### src/rtl/mbox_pkg.sv
package mbox_pkg;

  typedef enum logic [1:0] {
    MAP_LEGACY_LO = 2'd0,
    MAP_LEGACY_HI = 2'd1,
    MAP_WIDE      = 2'd2
  } map_e;

  // Bit that carries channel ch in the status and control words.
  function automatic int unsigned flag_pos(map_e m, int nch, int ch);
    if (m == MAP_WIDE) return unsigned'(ch);
    return unsigned'(24 + (nch - 1 - ch));
  endfunction

  function automatic int unsigned tx_addr(map_e m, int ch);
    int unsigned base;
    case (m)
      MAP_LEGACY_LO: base = 'h000;
      MAP_LEGACY_HI: base = 'h020;
      default:       base = 'h200;
    endcase
    return base + 4 * unsigned'(ch);
  endfunction

  function automatic int unsigned rx_addr(map_e m, int ch);
    int unsigned base;
    case (m)
      MAP_LEGACY_LO: base = 'h010;
      MAP_LEGACY_HI: base = 'h040;
      default:       base = 'h280;
    endcase
    return base + 4 * unsigned'(ch);
  endfunction

  function automatic int unsigned stat_addr(map_e m);
    case (m)
      MAP_LEGACY_LO: return 'h020;
      MAP_LEGACY_HI: return 'h060;
      default:       return 'h12C;
    endcase
  endfunction

  function automatic int unsigned ctrl_addr(map_e m);
    case (m)
      MAP_LEGACY_LO: return 'h024;
      MAP_LEGACY_HI: return 'h064;
      default:       return 'h128;
    endcase
  endfunction

endpackage

### src/rtl/mbox_chan.sv
module mbox_chan #(
  parameter int DATA_W = 32
) (
  input  logic              clk,
  input  logic              rst_n,
  input  logic              push,
  input  logic [DATA_W-1:0] push_data,
  input  logic              pop,
  output logic [DATA_W-1:0] data,
  output logic              full
);

  always_ff @(posedge clk) begin
    if (!rst_n) begin
      data <= '0;
      full <= 1'b0;
    end else begin
      if (push) data <= push_data;
      if (push)     full <= 1'b1;
      else if (pop) full <= 1'b0;
    end
  end

  a_r1_push_sets_full: assert property (@(posedge clk) disable iff (!rst_n)
    push |=> full);
  a_r1_push_latches: assert property (@(posedge clk) disable iff (!rst_n)
    push |=> data == $past(push_data));
  a_r3_pop_clears: assert property (@(posedge clk) disable iff (!rst_n)
    (pop && !push) |=> !full);
  a_r3_pop_keeps_data: assert property (@(posedge clk) disable iff (!rst_n)
    (pop && !push) |=> $stable(data));
  a_r8_push_wins: assert property (@(posedge clk) disable iff (!rst_n)
    (push && pop) |=> full);
  a_r10_idle_holds: assert property (@(posedge clk) disable iff (!rst_n)
    (!push && !pop) |=> ($stable(data) && $stable(full)));

endmodule

### src/rtl/mbox_a_regs.sv
module mbox_a_regs
  import mbox_pkg::*;
#(
  parameter map_e MAP    = MAP_WIDE,
  parameter int   NCH    = 4,
  parameter int   ADDR_W = 12,
  parameter int   DATA_W = 32
) (
  input  logic                       clk,
  input  logic                       rst_n,
  input  logic [ADDR_W-1:0]          addr,
  input  logic                       wr,
  input  logic [DATA_W-1:0]          wdata,
  input  logic                       rd,
  input  logic [NCH-1:0]             full,
  input  logic [NCH-1:0][DATA_W-1:0] chan_data,
  output logic [DATA_W-1:0]          rdata,
  output logic [NCH-1:0]             en,
  output logic [NCH-1:0]             pop
);

  localparam logic [ADDR_W-1:0] SR_A = ADDR_W'(stat_addr(MAP));
  localparam logic [ADDR_W-1:0] CR_A = ADDR_W'(ctrl_addr(MAP));

  logic [DATA_W-1:0] ctrl_q;
  logic [DATA_W-1:0] status_w;
  logic [DATA_W-1:0] rd_mux;
  logic [NCH-1:0]    rx_hit;
  logic              sr_hit;
  logic              cr_hit;
  logic              ctrl_we;

  assign sr_hit  = (addr == SR_A);
  assign cr_hit  = (addr == CR_A);
  assign ctrl_we = wr && cr_hit;

  for (genvar i = 0; i < NCH; i++) begin : g_bits
    localparam int unsigned FP = flag_pos(MAP, NCH, i);
    localparam logic [ADDR_W-1:0] RX_A = ADDR_W'(rx_addr(MAP, i));
    assign en[i]     = ctrl_q[FP];
    assign rx_hit[i] = (addr == RX_A);
    assign pop[i]    = rd && rx_hit[i];
  end

  always_comb begin
    status_w = '0;
    for (int i = 0; i < NCH; i++) status_w[flag_pos(MAP, NCH, i)] = full[i];
  end

  always_comb begin
    rd_mux = '0;
    if (sr_hit) rd_mux = status_w;
    if (cr_hit) rd_mux = ctrl_q;
    for (int i = 0; i < NCH; i++)
      if (rx_hit[i]) rd_mux = chan_data[i];
  end

  always_ff @(posedge clk) begin
    if (!rst_n) begin
      ctrl_q <= '0;
      rdata  <= '0;
    end else begin
      if (ctrl_we) ctrl_q <= wdata;
      rdata <= rd ? rd_mux : '0;
    end
  end

  a_r4_ctrl_write: assert property (@(posedge clk) disable iff (!rst_n)
    ctrl_we |=> ctrl_q == $past(wdata));
  a_r10_ctrl_hold: assert property (@(posedge clk) disable iff (!rst_n)
    !ctrl_we |=> $stable(ctrl_q));
  a_r11_rdata_idle_zero: assert property (@(posedge clk) disable iff (!rst_n)
    !rd |=> rdata == '0);
  a_r3_single_pop: assert property (@(posedge clk) disable iff (!rst_n)
    $onehot0(pop));

endmodule

### src/rtl/mbox_doorbell.sv
module mbox_doorbell
  import mbox_pkg::*;
#(
  parameter map_e MAP    = MAP_WIDE,
  parameter int   NCH    = 4,
  parameter int   ADDR_W = 12,
  parameter int   DATA_W = 32
) (
  input  logic              clk,
  input  logic              rst_n,
  input  logic [ADDR_W-1:0] b_addr,
  input  logic              b_wr,
  input  logic [DATA_W-1:0] b_wdata,
  input  logic              b_rd,
  output logic [DATA_W-1:0] b_rdata,
  input  logic [ADDR_W-1:0] a_addr,
  input  logic              a_wr,
  input  logic [DATA_W-1:0] a_wdata,
  input  logic              a_rd,
  output logic [DATA_W-1:0] a_rdata,
  output logic              irq
);

  logic [NCH-1:0]             push;
  logic [NCH-1:0]             pop;
  logic [NCH-1:0]             full;
  logic [NCH-1:0]             en;
  logic [NCH-1:0]             pending;
  logic [NCH-1:0][DATA_W-1:0] chan_data;
  logic [NCH-1:0]             tx_hit;
  logic [DATA_W-1:0]          b_mux;

  for (genvar i = 0; i < NCH; i++) begin : g_chan
    localparam logic [ADDR_W-1:0] TX_A = ADDR_W'(tx_addr(MAP, i));
    assign tx_hit[i] = (b_addr == TX_A);
    assign push[i]   = b_wr && tx_hit[i];

    mbox_chan #(.DATA_W(DATA_W)) u_chan (
      .clk       (clk),
      .rst_n     (rst_n),
      .push      (push[i]),
      .push_data (b_wdata),
      .pop       (pop[i]),
      .data      (chan_data[i]),
      .full      (full[i])
    );
  end

  mbox_a_regs #(
    .MAP(MAP), .NCH(NCH), .ADDR_W(ADDR_W), .DATA_W(DATA_W)
  ) u_a_regs (
    .clk       (clk),
    .rst_n     (rst_n),
    .addr      (a_addr),
    .wr        (a_wr),
    .wdata     (a_wdata),
    .rd        (a_rd),
    .full      (full),
    .chan_data (chan_data),
    .rdata     (a_rdata),
    .en        (en),
    .pop       (pop)
  );

  always_comb begin
    b_mux = '0;
    for (int i = 0; i < NCH; i++)
      if (tx_hit[i]) b_mux = chan_data[i];
  end

  assign pending = full & en;

  always_ff @(posedge clk) begin
    if (!rst_n) begin
      b_rdata <= '0;
      irq     <= 1'b0;
    end else begin
      b_rdata <= b_rd ? b_mux : '0;
      irq     <= |pending;
    end
  end

  a_r5_irq_rise: assert property (@(posedge clk) disable iff (!rst_n)
    (pending != '0) |=> irq);
  a_r5_irq_fall: assert property (@(posedge clk) disable iff (!rst_n)
    (pending == '0) |=> !irq);
  a_r1_single_push: assert property (@(posedge clk) disable iff (!rst_n)
    $onehot0(push));
  a_r6_mask_keeps_flag: assert property (@(posedge clk) disable iff (!rst_n)
    (full[0] && !pop[0]) |=> full[0]);

endmodule

### config.mk
export PLATFORM = sky130hd
export DESIGN_NAME = mbox_doorbell
export DESIGN_NICKNAME = d
export VERILOG_FILES = /design/src/rtl/mbox_pkg.sv /design/src/rtl/mbox_chan.sv /design/src/rtl/mbox_a_regs.sv /design/src/rtl/mbox_doorbell.sv
export SDC_FILE = /design/constraint.sdc
export NUM_CORES = 1
export LEC_CHECK = 0
export BUFFER_PORTS_ARGS = -buffer_cell sky130_fd_sc_hd__buf_4
export CORE_UTILIZATION = 40
export DETAILED_ROUTE_END_ITERATION = 6
export HOLD_SLACK_MARGIN = 0.08
export PLACE_DENSITY_LB_ADDON = 0.05
export SYNTH_ARGS = -nofsm -noshare
export SYNTH_HDL_FRONTEND = slang
export SYNTH_SLANG_ARGS = --single-unit
### constraint.sdc
create_clock -name clk -period 3.6 [get_ports clk]
set_input_delay 0 -clock clk [delete_from_list [all_inputs] [get_ports clk]]
set_output_delay 0 -clock clk [all_outputs]
set_load 0.1 [all_outputs]
* After elaboration in Yosys (flattened, before gate mapping)
Cells that the tools add are included.
** Word-level totals
- Register bits :: 229
- Input port bits :: 94
- Output and inout port bits :: 65
- Logic and storage cells :: 57
** Cells by class
- Equality and inequality tests :: 10
- Muxes and demuxes :: 18
- Bitwise logic cells :: 1
- Reductions and logical operators :: 16
** Operators by type and width (count)
- two-way mux 32 bit :: 9
- == test 12 x 10 -> 1 bit (second input constant) :: 8
- == test 12 x 9 -> 1 bit (second input constant) :: 2
- logical AND 1 bit :: 9
- two-way mux 1 bit :: 8
- nonzero test 2 bit :: 4
- bitwise AND 4 bit :: 1
- two-way mux 4 bit :: 1
- AND reduction 2 bit :: 2
- OR reduction 4 bit :: 1

* Depth between registers and ports, before layout
- Depth in word-level cells :: 7
- Mapped depth :: 7
- Gate-level depth less buffers :: 4

* By module
A second synthesis with hierarchy kept.
** Second synthesis, totals
- Cells, all modules :: 1029
- Area total of the unflattened synthesis :: 10901.7 um^2
** Modules (own cells, without submodules)
- mbox_chan :: times used 4, cells each 106, area an instance 1277.5 um^2, sequential area each 660.6 um^2
- mbox_a_regs :: times used 1, cells each 479, area an instance 3698.5 um^2, sequential area each 1281.2 um^2
- mbox_doorbell :: times used 1, cells each 126, area an instance 2093.3 um^2, sequential area each 660.6 um^2

* Worst setup path before layout
OpenSTA, ideal clock, no wires.
- Path type :: input to register
- Start point :: input a_addr[4]
- End point :: register u_a_regs.ctrl_q[27]
- Library setup time :: 115 ps
- Arrival :: 1521 ps
- Required time :: 3485 ps
- Setup slack :: 1964 ps
- Stages on the path :: 6
- Buffers on the path :: 2
- Cells stage by stage :: or4_1 > buf_2 > nor4_4 > buf_2 > a21boi_0 > o21a_1
** On the way
- Longest elaborated chain between the ends :: 2
** RTL lines
- from (decl) :: line mbox_doorbell.sv:16 : input logic [ADDR_W-1:0] a_addr,
- == test 12 x 9 -> 1 bit :: line mbox_a_regs.sv:34 : assign cr_hit = (addr == CR_A);
- logical AND 1 bit :: line mbox_a_regs.sv:35 : assign ctrl_we = wr && cr_hit;
- to (signal assigned) :: line mbox_a_regs.sv:63 : if (ctrl_we) ctrl_q <= wdata;
- to (decl) :: line mbox_a_regs.sv:25 : logic [DATA_W-1:0] ctrl_q;
No other way between the ends.
A chain may end at the register's enable or synchronous reset.

* Worst setup path after layout
- Start point :: input a_addr[5]
- End point :: register u_a_regs.rdata[2]
** On the way
- Longest elaborated chain between the ends :: 7
- Elaborated cells between the ends (all ways) :: 12
- Classes of those cells :: 6 x eq/ne; 6 x mux
** RTL lines
- == test 12 x 9 -> 1 bit :: line mbox_a_regs.sv:33 : assign sr_hit = (addr == SR_A);
- two-way mux 4 bit :: line mbox_a_regs.sv:52 : if (sr_hit) rd_mux = status_w;
- two-way mux 32 bit :: line mbox_a_regs.sv:53 : if (cr_hit) rd_mux = ctrl_q;
- two-way mux 32 bit (3 in a row) :: line mbox_a_regs.sv:55 : if (rx_hit[i]) rd_mux = chan_data[i];
- two-way mux 32 bit * :: line mbox_a_regs.sv:55
- to (signal assigned) :: line mbox_a_regs.sv:64 : rdata <= rd ? rd_mux : '0;
- to (decl) :: line mbox_a_regs.sv:17 : output logic [DATA_W-1:0] rdata,
Mark *: on every way between the ends. The rest lies on a longest branch, timed or not.

==> metrics.csv <==
metric,value,unit
minimum clock period,3.17,ns
most frequent CP cell,dlygate4sd3_1,
final hold violation count,0,
die extent in y,162,um
Post-synth EDFFs,0,
I/O Pins,159,
metal2 WL,16.1,mm
number of I/O port buffers,158,
FP Rows,58,
"Distinct cells, synth",49,
Ant. Diodes,0,
Buffers & Inverters on Critical Path,5,
first-pass GRT wire length,51.4,mm
Max Slew Vio Count,0,
Worst Path Max Fanout,6,
Crit path required time,4.06,ns
initial core utilization,40.8,%
register share of total power,46.1,%
routability-driven placement congestion ratio,0.778,
vias in the first global route,9156,
core area,25200,sq um
"commonest cells after routing, fill and taps aside","229 x dfxtp_1, 210 x nand2_1, 181 x buf_4, 132 x mux2i_1, 99 x nor2_1",
CP arrival,3.64,ns
Die ar.,26300,sq um
CTS tree,done,
max incr delay on CP,0.87,ns
initial antenna violation count,0,
CTS buffer count,25,
Async SR Flop Fraction,0,%
WL/cell,19.7,um
YS warnings,0,
Layout area overhead,29.1,%
GRT overflow,0,
Slew headroom,18.4,%
DR top layer,met4,
outcome,"finished, final reports clean",
largest net degree at the start of global routing,114,
"most common cell after layout, fill and taps aside",dfxtp_1,
"Net Count, Synth",1273,
TritonRoute pass-1 iters,5,
met3 WL,1.53,mm
Post-Syn Area per Cell,8.71,sq um
Setup CP Type,input pin to flip-flop,
Final HPWL DP,20.3,mm
CP endpoint kind,flip-flop,
main flop type after synthesis,dfxtp_1,
Pleak,5.05,nW
P_int,4.26,mW
CTS Buffer Depth,3,
share of layout cells above drive strength 1,18.1,%
Mapped Area,10300,sq um
FILL cells,2409,
number of clock sinks,229,
register area share after synthesis,44.6,%
clk root buf,clkbuf_16,
RSZ-0062 raised after global routing,false,
met1 wire length,15.1,mm
setup_tns,0,ns
post-synthesis cell count,1179,
H-tree depth,1,
Logic pwr share,6.9,%
Setup-failing EPs final,0,
Final ANT Viol Nets,0,
sw power,1.24,mW
via count,9191,
die width,162,um
Worst Skew,0.00974,ns
PD cells,415,nW/um^2
DRT Wirelength,33.5,mm
CP max-delay cell,nor4bb_1,
Residual DRC,0,
nets,1449,
DR iter-0 viols,546,
hold slack,0.0996,ns
"FF+latch count, synth",229,
via/cell ratio,5.41,
"Clk pin slew, worst setup/hold paths",0.06,ns
path type of the worst min-delay path,input pin to flip-flop,
Tcrit/Tclk final,88.2,%
Sw Share,22.5,%
"delay-heaviest family, CP",buffers and inverters,
Peak VDD IR,0.279,mV
total global-route track usage,25.1,%
Critical Path Start Type,input pin,
max frequency,315,MHz
number of max-cap violations,0,
Slew @ Worst Pin,1.22,ns
Worst-Skew Late Latency,0.52,ns
"Critical Path, Cell by Cell",dlygate4sd3_1 > buf_4 > nor4bb_1 > dlygate4sd3_1 > nand3_1 > dlygate4sd3_1 > o22ai_1 > dlygate4sd3_1,
Clock Power Share,47.0,%
what timing repair did:
| item | 4_1_cts | 5_1_grt |
|---|---|---|
| resized for setup | 0 | 0 |
| buffers inserted | 0 | 0 |
| hold endpoints to repair | 181 | 0 |
| hold buffers | 76 | 0 |
path summary, 6_finish.rpt:
kind	start	to	slack [ns]	cells past startpoint
worst min register to register	u_a_regs.ctrl_q[5]	u_a_regs.rdata[5]	0.47	2
worst max register to register	g_chan[2].u_chan.full	u_a_regs.rdata[2]	2.01	5
worst max-delay path	a_addr[5]	u_a_regs.rdata[2]	0.43	8
worst min-delay path	a_addr[8]	g_chan[2].u_chan.full	0.1	5
flip-flops by register name (all words and copies together) (netlist names):
signal and flops:
u_a_regs.ctrl_q 32, g_chan.u_chan.data 128, g_chan.u_chan.full 4, irq 1, u_a_regs.rdata 32, b_rdata 32
area by class of cell:
type | count | area (sq um) | share of cell area, %
repair buffers | 260 | 2170 | 16.4
well taps | 330 | 413 | 3.12
inverters | 4 | 15.0 | 0.113
flip-flops and latches | 229 | 4580 | 34.6
multi-input cells | 835 | 5240 | 39.6
clock buffers | 39 | 788 | 5.95
clock inverters | 3 | 40.0 | 0.302
per-layer routing:
| layer | vias up | GRT usage, % |
|---|---|---|
| met5 | - | 0 |
| met4 | 0 | 7.33 |
| met3 | 59 | 3.19 |
| met2 | 259 | 43.5 |
| met1 | 4371 | 32.5 |
| li1 | 4502 | - |
power groups by stage:
stage | registers, mW | logic, mW | clock network [mW]
final | 2.53 | 0.382 | 2.58
after global routing | 2.53 | 0.412 | 2.72
after detailed placement | 2.59 | 0.318 | 0
after CTS | 2.53 | 0.380 | 2.63
after floorplan | 2.59 | 0.164 | 0
after global placement | 2.59 | 0.318 | 0
cell usage after synthesis, types with 3 or more instances:
cell	number	share of area, %
nor2_1	99	3.6
a21boi_0	33	2.4
and3_1	36	2.2
o221ai_1	15	1.3
o31ai_1	32	2.3
buf_1	4	0.15
a21oi_1	49	2.4
o31a_1	3	0.26
o32ai_1	3	0.26
nand2_1	210	7.7
nand3b_1	13	0.95
nor4_1	31	1.9
o2bb2ai_1	13	1.1
inv_1	4	0.15
a21o_1	3	0.22
mux2_2	15	1.6
mux2i_1	132	13
buf_2	15	0.73
o21ai_0	57	2.8
dfxtp_1	229	45
nand3_1	3	0.15
clkbuf_1	87	3.2
and4_1	4	0.34
o211ai_1	3	0.22
a2bb2oi_1	14	1.2
o21a_1	36	2.6
nor2b_1	5	0.30
a22oi_1	3	0.22
cells by family after synthesis:
kind of cell / count (synthesis) / share of synthesized area (%)
AOI/OAI and AO/OA: 269 / 17.7
buffers and inverters: 115 / 4.54
DFF: 229 / 44.6
muxes: 147 / 14.5
and+or+nand+nor: 419 / 18.6
metrics by stage:
step / worst slack (ns) / instance area [sq um] / std cells / total power, mW / utilization (%)
floorplan: 1.96 / 10300 / 1179 / 2.75 / -
global placement: 1.21 / 11700 / 1582 / 2.91 / 46.3
detailed placement: 1.12 / 11700 / 1582 / 2.91 / 46.3
CTS: 0.544 / 13300 / 1700 / 5.54 / 52.6
global route: 0.284 / 13300 / 1700 / 5.67 / 52.6
finish: 0.426 / 13300 / 1700 / 5.50 / 52.6
tightest hold or removal path, delay by kind of cell:
| kind | cells | cell delay (ns) |
|---|---|---|
| AND/OR/NAND/NOR | 2 | 0.28 |
| buffers and inverters | 1 | 0.09 |
| AO/OA/AOI/OAI | 2 | 0.22 |
Power figures use the tool's default switching activity.
